$ cat config.mk
export PLATFORM = sky130hd
export DESIGN_NAME = spi_host_ssm
export DESIGN_NICKNAME = d
export VERILOG_FILES = /design/src/rtl/spi_host_pkg.sv /design/src/rtl/spi_edge_gen.sv /design/src/rtl/spi_shift_core.sv /design/src/rtl/spi_host_regs.sv /design/src/rtl/spi_host_ssm.sv
export SDC_FILE = /design/constraint.sdc
export NUM_CORES = 1
export LEC_CHECK = 0
export CAP_MARGIN = 0
export CORE_MARGIN = 2
export CORE_UTILIZATION = 50
export CTS_CLUSTER_DIAMETER = 60
export DETAILED_ROUTE_END_ITERATION = 16
export PLACE_DENSITY = 0.73
export SLEW_MARGIN = 20
export SYNTH_ARGS = -nofsm -noshare
export SYNTH_HDL_FRONTEND = slang
export SYNTH_SLANG_ARGS = --single-unit
$ cat constraint.sdc
create_clock -name clk -period 2.6 [get_ports clk]
set_input_delay 0.39 -clock clk [delete_from_list [all_inputs] [get_ports clk]]
set_output_delay 0.39 -clock clk [all_outputs]
set_load 0.01 [all_outputs]
$ cat src/rtl/spi_host_pkg.sv
package spi_host_pkg;

    localparam int DATA_W = 8;
    localparam int RATE_W = 3;
    localparam int DIV_W  = (1 << RATE_W) - 1;
    localparam int EDGES  = 2 * DATA_W;
    localparam int EDGE_W = $clog2(EDGES + 1);

    typedef enum logic [1:0] {
        RA_CTRL  = 2'd0,
        RA_MGMT  = 2'd1,
        RA_DATA  = 2'd2,
        RA_SPARE = 2'd3
    } reg_addr_e;

    typedef struct packed {
        logic              run_en;
        logic              host_sel;
        logic              cpol;
        logic              cpha;
        logic [RATE_W-1:0] rate;
    } ctrl_t;

    typedef struct packed {
        logic done;
        logic coll;
        logic fault;
    } flags_t;

    function automatic ctrl_t ctrl_from_byte(input logic [DATA_W-1:0] b);
        ctrl_t c;
        c.run_en   = b[7];
        c.host_sel = b[6];
        c.cpol     = b[5];
        c.cpha     = b[4];
        c.rate     = b[RATE_W-1:0];
        return c;
    endfunction

    function automatic logic [DATA_W-1:0] ctrl_to_byte(input ctrl_t c);
        logic [DATA_W-1:0] b;
        b             = '0;
        b[7]          = c.run_en;
        b[6]          = c.host_sel;
        b[5]          = c.cpol;
        b[4]          = c.cpha;
        b[RATE_W-1:0] = c.rate;
        return b;
    endfunction

    function automatic logic [DATA_W-1:0] mgmt_to_byte(input flags_t f, input logic ssm,
                                                       input logic ssi);
        logic [DATA_W-1:0] b;
        b    = '0;
        b[7] = f.done;
        b[6] = f.coll;
        b[5] = f.fault;
        b[1] = ssm;
        b[0] = ssi;
        return b;
    endfunction

    // Edge numbering starts at 1; CPHA=0 samples on odd edges, CPHA=1 on even ones.
    function automatic logic is_sample_edge(input logic [EDGE_W-1:0] n, input logic cpha);
        return n[0] ^ cpha;
    endfunction

endpackage

$ cat src/rtl/spi_edge_gen.sv
module spi_edge_gen
    import spi_host_pkg::*;
#(
    parameter int P_RATE_W = RATE_W,
    parameter int P_DIV_W  = (1 << P_RATE_W) - 1
) (
    input  logic                clk,
    input  logic                rst,
    input  logic                run,
    input  logic                restart,
    input  logic [P_RATE_W-1:0] rate,
    output logic                tick
);
    logic [P_DIV_W-1:0] cnt;
    logic [P_DIV_W-1:0] lim;
    logic [P_DIV_W:0]   span;

    // half period in system clocks is 2^rate
    assign span = (P_DIV_W + 1)'(1) << rate;
    assign lim  = P_DIV_W'(span - (P_DIV_W + 1)'(1));
    assign tick = run && !restart && (cnt == lim);

    always_ff @(posedge clk) begin
        if (rst || !run || restart) begin
            cnt <= '0;
        end else if (tick) begin
            cnt <= '0;
        end else begin
            cnt <= cnt + P_DIV_W'(1);
        end
    end
endmodule

$ cat src/rtl/spi_shift_core.sv
module spi_shift_core
    import spi_host_pkg::*;
#(
    parameter int P_DATA_W = DATA_W,
    parameter int P_EDGES  = 2 * P_DATA_W,
    parameter int P_EDGE_W = $clog2(P_EDGES + 1)
) (
    input  logic                clk,
    input  logic                rst,
    input  logic                start,
    input  logic                abort,
    input  logic                tick,
    input  logic                cpol,
    input  logic                cpha,
    input  logic [P_DATA_W-1:0] tx_byte,
    input  logic                miso,
    output logic                busy,
    output logic                sck,
    output logic                mosi,
    output logic                done,
    output logic [P_DATA_W-1:0] rx_byte
);
    logic [P_EDGE_W-1:0] edge_n;
    logic [P_EDGE_W-1:0] edge_nxt;
    logic [P_DATA_W-1:0] tx_sh;
    logic [P_DATA_W-1:0] rx_sh;
    logic                phase;
    logic                sample_now;
    logic                last_edge;
    logic                first_edge;

    assign edge_nxt   = edge_n + P_EDGE_W'(1);
    assign sample_now = is_sample_edge(edge_nxt, cpha);
    assign last_edge  = (edge_nxt == P_EDGE_W'(P_EDGES));
    assign first_edge = (edge_nxt == P_EDGE_W'(1));

    always_ff @(posedge clk) begin
        if (rst) begin
            busy   <= 1'b0;
            edge_n <= '0;
            tx_sh  <= '0;
            rx_sh  <= '0;
            phase  <= 1'b0;
            done   <= 1'b0;
        end else begin
            done <= 1'b0;
            if (start) begin
                busy   <= 1'b1;
                edge_n <= '0;
                tx_sh  <= tx_byte;
                phase  <= 1'b0;
            end else if (abort) begin
                // clock parks at idle, transmit shifter frozen
                busy   <= 1'b0;
                edge_n <= '0;
                phase  <= 1'b0;
            end else if (busy && tick) begin
                edge_n <= edge_nxt;
                phase  <= ~phase;
                if (sample_now) begin
                    rx_sh <= {rx_sh[P_DATA_W-2:0], miso};
                end else if (!first_edge && !last_edge) begin
                    tx_sh <= {tx_sh[P_DATA_W-2:0], 1'b0};
                end
                if (last_edge) begin
                    busy   <= 1'b0;
                    edge_n <= '0;
                    done   <= 1'b1;
                end
            end
        end
    end

    assign sck     = cpol ^ phase;
    assign mosi    = tx_sh[P_DATA_W-1];
    assign rx_byte = rx_sh;
endmodule

$ cat src/rtl/spi_host_regs.sv
module spi_host_regs
    import spi_host_pkg::*;
#(
    parameter int P_DATA_W = DATA_W
) (
    input  logic                clk,
    input  logic                rst,
    input  logic                bus_wr,
    input  logic                bus_rd,
    input  logic [1:0]          bus_addr,
    input  logic [P_DATA_W-1:0] bus_wdata,
    output logic [P_DATA_W-1:0] bus_rdata,
    input  logic                ss_pin,
    input  logic                busy,
    input  logic                xfer_done,
    input  logic [P_DATA_W-1:0] rx_byte,
    output ctrl_t               ctrl_o,
    output flags_t              flags_o,
    output logic                ss_level,
    output logic                active,
    output logic                start
);
    ctrl_t               ctrl_q;
    flags_t              flags_q;
    logic                sel_by_sw;
    logic                sel_soft;
    logic [P_DATA_W-1:0] rx_q;
    logic                wr_ctrl, wr_mgmt, wr_data, rd_mgmt, rd_data;

    assign wr_ctrl = bus_wr && (bus_addr == RA_CTRL);
    assign wr_mgmt = bus_wr && (bus_addr == RA_MGMT);
    assign wr_data = bus_wr && (bus_addr == RA_DATA);
    assign rd_mgmt = bus_rd && (bus_addr == RA_MGMT);
    assign rd_data = bus_rd && (bus_addr == RA_DATA);

    assign ss_level = sel_by_sw ? sel_soft : ss_pin;
    assign active   = ctrl_q.run_en && ctrl_q.host_sel && ss_level;
    assign start    = wr_data && active && !busy;

    always_ff @(posedge clk) begin
        if (rst) begin
            ctrl_q    <= '0;
            flags_q   <= '0;
            sel_by_sw <= 1'b0;
            sel_soft  <= 1'b0;
            rx_q      <= '0;
        end else begin
            if (wr_ctrl) begin
                ctrl_q <= ctrl_from_byte(bus_wdata);
                if (ss_level) begin
                    flags_q.fault <= 1'b0;
                end
            end
            if (wr_mgmt) begin
                sel_by_sw <= bus_wdata[1];
                sel_soft  <= bus_wdata[0];
            end
            // low select level overrides any write to the mode bits
            if (!ss_level) begin
                ctrl_q.run_en   <= 1'b0;
                ctrl_q.host_sel <= 1'b0;
                if (ctrl_q.run_en || ctrl_q.host_sel ||
                    (wr_ctrl && (bus_wdata[7] || bus_wdata[6]))) begin
                    flags_q.fault <= 1'b1;
                end
            end
            if (rd_mgmt) begin
                flags_q.coll <= 1'b0;
            end
            if (wr_data && busy) begin
                flags_q.coll <= 1'b1;
            end
            if (rd_data) begin
                flags_q.done <= 1'b0;
            end
            if (xfer_done) begin
                flags_q.done <= 1'b1;
                rx_q         <= rx_byte;
            end
        end
    end

    always_comb begin
        unique case (bus_addr)
            RA_CTRL: bus_rdata = ctrl_to_byte(ctrl_q);
            RA_MGMT: bus_rdata = mgmt_to_byte(flags_q, sel_by_sw, sel_soft);
            RA_DATA: bus_rdata = rx_q;
            default: bus_rdata = '0;
        endcase
    end

    assign ctrl_o  = ctrl_q;
    assign flags_o = flags_q;
endmodule

$ cat src/rtl/spi_host_ssm.sv
module spi_host_ssm
    import spi_host_pkg::*;
(
    input  logic              clk,
    input  logic              rst,
    input  logic              bus_wr,
    input  logic              bus_rd,
    input  logic [1:0]        bus_addr,
    input  logic [DATA_W-1:0] bus_wdata,
    output logic [DATA_W-1:0] bus_rdata,
    input  logic              ss_pin,
    input  logic              miso_i,
    output logic              sck_o,
    output logic              mosi_o
);
    ctrl_t              ctrl_q;
    flags_t             flags_q;
    logic               ss_level;
    logic               host_active;
    logic               xfer_start;
    logic               xfer_busy;
    logic               xfer_done;
    logic               edge_tick;
    logic [DATA_W-1:0]  rx_byte;

    spi_host_regs #(.P_DATA_W(DATA_W)) u_regs (
        .clk       (clk),
        .rst       (rst),
        .bus_wr    (bus_wr),
        .bus_rd    (bus_rd),
        .bus_addr  (bus_addr),
        .bus_wdata (bus_wdata),
        .bus_rdata (bus_rdata),
        .ss_pin    (ss_pin),
        .busy      (xfer_busy),
        .xfer_done (xfer_done),
        .rx_byte   (rx_byte),
        .ctrl_o    (ctrl_q),
        .flags_o   (flags_q),
        .ss_level  (ss_level),
        .active    (host_active),
        .start     (xfer_start)
    );

    spi_edge_gen #(.P_RATE_W(RATE_W), .P_DIV_W(DIV_W)) u_edges (
        .clk     (clk),
        .rst     (rst),
        .run     (xfer_busy),
        .restart (xfer_start),
        .rate    (ctrl_q.rate),
        .tick    (edge_tick)
    );

    spi_shift_core #(.P_DATA_W(DATA_W), .P_EDGES(EDGES), .P_EDGE_W(EDGE_W)) u_core (
        .clk     (clk),
        .rst     (rst),
        .start   (xfer_start),
        .abort   (!host_active),
        .tick    (edge_tick),
        .cpol    (ctrl_q.cpol),
        .cpha    (ctrl_q.cpha),
        .tx_byte (bus_wdata),
        .miso    (miso_i),
        .busy    (xfer_busy),
        .sck     (sck_o),
        .mosi    (mosi_o),
        .done    (xfer_done),
        .rx_byte (rx_byte)
    );
endmodule

==> impl_metrics.json, run 1 <==
{
  "grt_pass1_wl_mm": 8.13,
  "slew_violations": 0,
  "path_class": "in -> out",
  "nets": 319,
  "setup_tns_ps": 0,
  "syn_avg_cell_area_um2": 9.33,
  "clk_pin_slew_ps": 100,
  "antenna_left": 0,
  "diodes": 0,
  "drt_iter0_drc": 66,
  "required_ps": 2210,
  "yosys.area.top_type": "dfxtp_1",
  "final_common_cell": "dfxtp_1",
  "insertion_delay_ps": 310,
  "instances_no_fill": 371,
  "cts_tree": "done",
  "synthAdderAreaFrac_pct": 1.46,
  "vdd_ir_drop_max_mv": 0.438,
  "rsz0062_at_grt": "no",
  "grtUsageTotal_pct": 19.1,
  "synthTopCellsByArea": "dfxtp_1 (40%), mux2i_1 (13%), nor2_1 (7.0%)",
  "drc_errors": 0,
  "p_int_uw": 1130,
  "finClkSkew_ps": 10.8,
  "synth_simple_gate_area_share_pct": 23.0,
  "ys_seq_area_share_pct": 39.8,
  "final_cell_mix": "dfxtp_1 (51), nor2_1 (48), mux2i_1 (34)",
  "ys.flop_type": "dfxtp_1",
  "p_leak_uw": 0.00109,
  "num_vias": 2024,
  "drv_cap": 0,
  "drive_gt1_share_pct": 11.6,
  "tightest_slew_ps": 570,
  "p_sw_share_pct": 23.0,
  "status": "finished clean",
  "avgViaCountPerCell": 5.46,
  "yosys.cell_types.count": 55,
  "holdCritStartpoint": "u_core.tx_sh[0]",
  "synth_top_area_share_pct": 39.8,
  "setup_viol": 0,
  "syn_area_um2": 2570,
  "grt_pass1_vias": 1758,
  "async_reset_ff_share_pct": 0,
  "cp-startpoint": "bus_addr[0]",
  "cts_buffers": 5,
  "grt_max_degree": 38,
  "grtUsageMet3_pct": 4.50,
  "cts_setup_buffers": 0,
  "critPathArrivalTime_ps": 1990,
  "met2_usage_pct": 29.0,
  "power_density_nw_per_um2": 489,
  "slew_headroom_pct": 61.9,
  "synth_top_family_by_area": "simple AND/OR/NAND/NOR gates",
  "start_util_pct": 50.9,
  "synth_compound_area_share_pct": 13.9,
  "antenna_found_initial": 0,
  "met1_usage_pct": 26.1,
  "critPathMaxFanout": 6,
  "routed_wl_mm": 5.18,
  "cts_sinks": 51,
  "max_freq_mhz": 420,
  "worstSetupStartpointType": "primary input",
  "synth_edf_count": 0,
  "dieArea_um2": 5720,
  "final.min_clock_period_ps": 2380,
  "yosys_warnings": 0,
  "power_frac_clock_pct": 38.6,
  "postSynthCellCount": 275,
  "ys_ff_latch": 51,
  "die_height_um": 75.6,
  "drtPass1Iterations": 4,
  "area_growth_pct": 16.6,
  "endpoint_kind": "output pin",
  "htree_levels": 2,
  "core-area_um2": 5040,
  "synth_fp_nets": 294,
  "muxShareOfSynthArea_pct": 13.7,
  "clock_tree.buffer_depth": 2,
  "r2r-start": "u_regs.ctrl_o[1]",
  "hold_viol_final": 0,
  "ios": 26,
  "numPortBuffers": 25,
  "postCtsHoldBufs": 0,
  "cts_resized": 0,
  "placed_cells": 363,
  "finalCritPeriodShare_pct": 91.5,
  "dpl.hpwl_mm": 3.68,
  "dieWidth_um": 75.6,
  "gr-max-usage-layer": "met2",
  "fillers": 449,
  "cts_root_buffer": "clkbuf_8",
  "hold_class": "reg -> reg",
  "synth_xor_area_share_pct": 3.75,
  "gp_congestion": 0.813,
  "seqPwrFrac_pct": 54.2,
  "pwr-share-comb_pct": 7.2,
  "avgRoutedWirePerCell_um": 14.0,
  "grt-ovfl-total": 0,
  "switchingPower_uw": 337,
  "core.rowCount": 26
}
## path summary, 6_finish.rpt
path / end / slack, ps / cells past startpoint
max: bus_rdata[1] / 220 / 6
min: u_core.tx_sh[0] / 480 / 2
max reg2reg: u_core.tx_sh[2] / 500 / 6
min reg2reg: u_core.tx_sh[0] / 480 / 2
## final cells by class
cell class                      count  area, µm²  share of cell area (%)
Clock inverter                      3       46.3                    1.55
Timing Repair Buffer               34        318                    10.6
Multi-Input combinational cell    203       1430                    47.8
Inverter                            5       18.8                   0.627
Clock buffer                        5       68.8                    2.30
Sequential cell                    51       1020                    34.1
Tap cell                           70       87.6                    2.93
## cell usage after synthesis (all sizes together), types with 4 or more instances
master / n
a21oi: 9
a221oi: 4
buf: 10
clkbuf: 6
dfxtp: 51
inv: 5
mux2i: 34
nand2: 19
nand3: 6
nand3b: 5
nand4: 5
nor2: 48
nor3: 8
o21ai: 9
o21bai: 4
xnor2: 4
xor2: 7
## power by group through the flow
| stage | clock network, µW | registers (µW) | logic [µW] |
|---|---|---|---|
| after global routing | 619 | 795 | 114 |
| after global placement | 0 | 812 | 103 |
| after floorplan | 0 | 806 | 62.9 |
| final | 565 | 793 | 105 |
| after detailed placement | 0 | 811 | 104 |
| after CTS | 584 | 793 | 105 |
## state kept, by name, summed over array words and instances, names as in the netlist
name and count:
u_core.rx_byte 8, u_core.done 1, u_regs.sel_soft 1, u_core.busy 1, u_edges.cnt 7, u_regs.flags_o 3, u_regs.rx_q 8, u_core.edge_n 5
u_regs.ctrl_o 7, u_regs.sel_by_sw 1, u_core.tx_sh 8, u_core.phase 1
## through the flow
step	instance area (µm²)	worst slack, ps	hold slack [ps]	power [µW]	util (%)
finish	2990	221	481	1460	59.3
detailed placement	2880	232	469	915	57.0
global route	2990	90.2	497	1530	59.3
floorplan	2570	798	443	869	-
global placement	2880	233	460	914	57.0
CTS	2990	212	483	1480	59.3
## critical path: stages
cell and delay [ps]:
clkdlybuf4s50_1 570, nor2b_1 200, buf_4 150, nand2_1 50, o21ai_0 70, clkdlybuf4s50_1 560
## metal layers
| layer | share of wire (%) | wire [µm] |
|---|---|---|
| met5 | 0 | 0 |
| met4 | 1.8 | 93 |
| met2 | 46 | 2390 |
| met1 | 49 | 2550 |
| met3 | 2.9 | 149 |
## cell families after synthesis
kind of cell	count (synthesis)
compound gates	45
xor+xnor	11
fa+ha+maj	3
flops	51
mux	35
buf+inv	21
simple gates	109
Note: power is estimated with default switching activity, not from simulation.
==> run 2, diff against run 1 <==
--- a/config.mk
+++ b/config.mk
@@ -11,7 +11,7 @@
 export CTS_CLUSTER_DIAMETER = 60
 export DETAILED_ROUTE_END_ITERATION = 16
 export PLACE_DENSITY = 0.73
-export SLEW_MARGIN = 20
+export SLEW_MARGIN = 15
 export SYNTH_ARGS = -nofsm -noshare
 export SYNTH_HDL_FRONTEND = slang
 export SYNTH_SLANG_ARGS = --single-unit
==> results of run 2 <==
Final layout, timing and power as in run 1 (identical DEF).
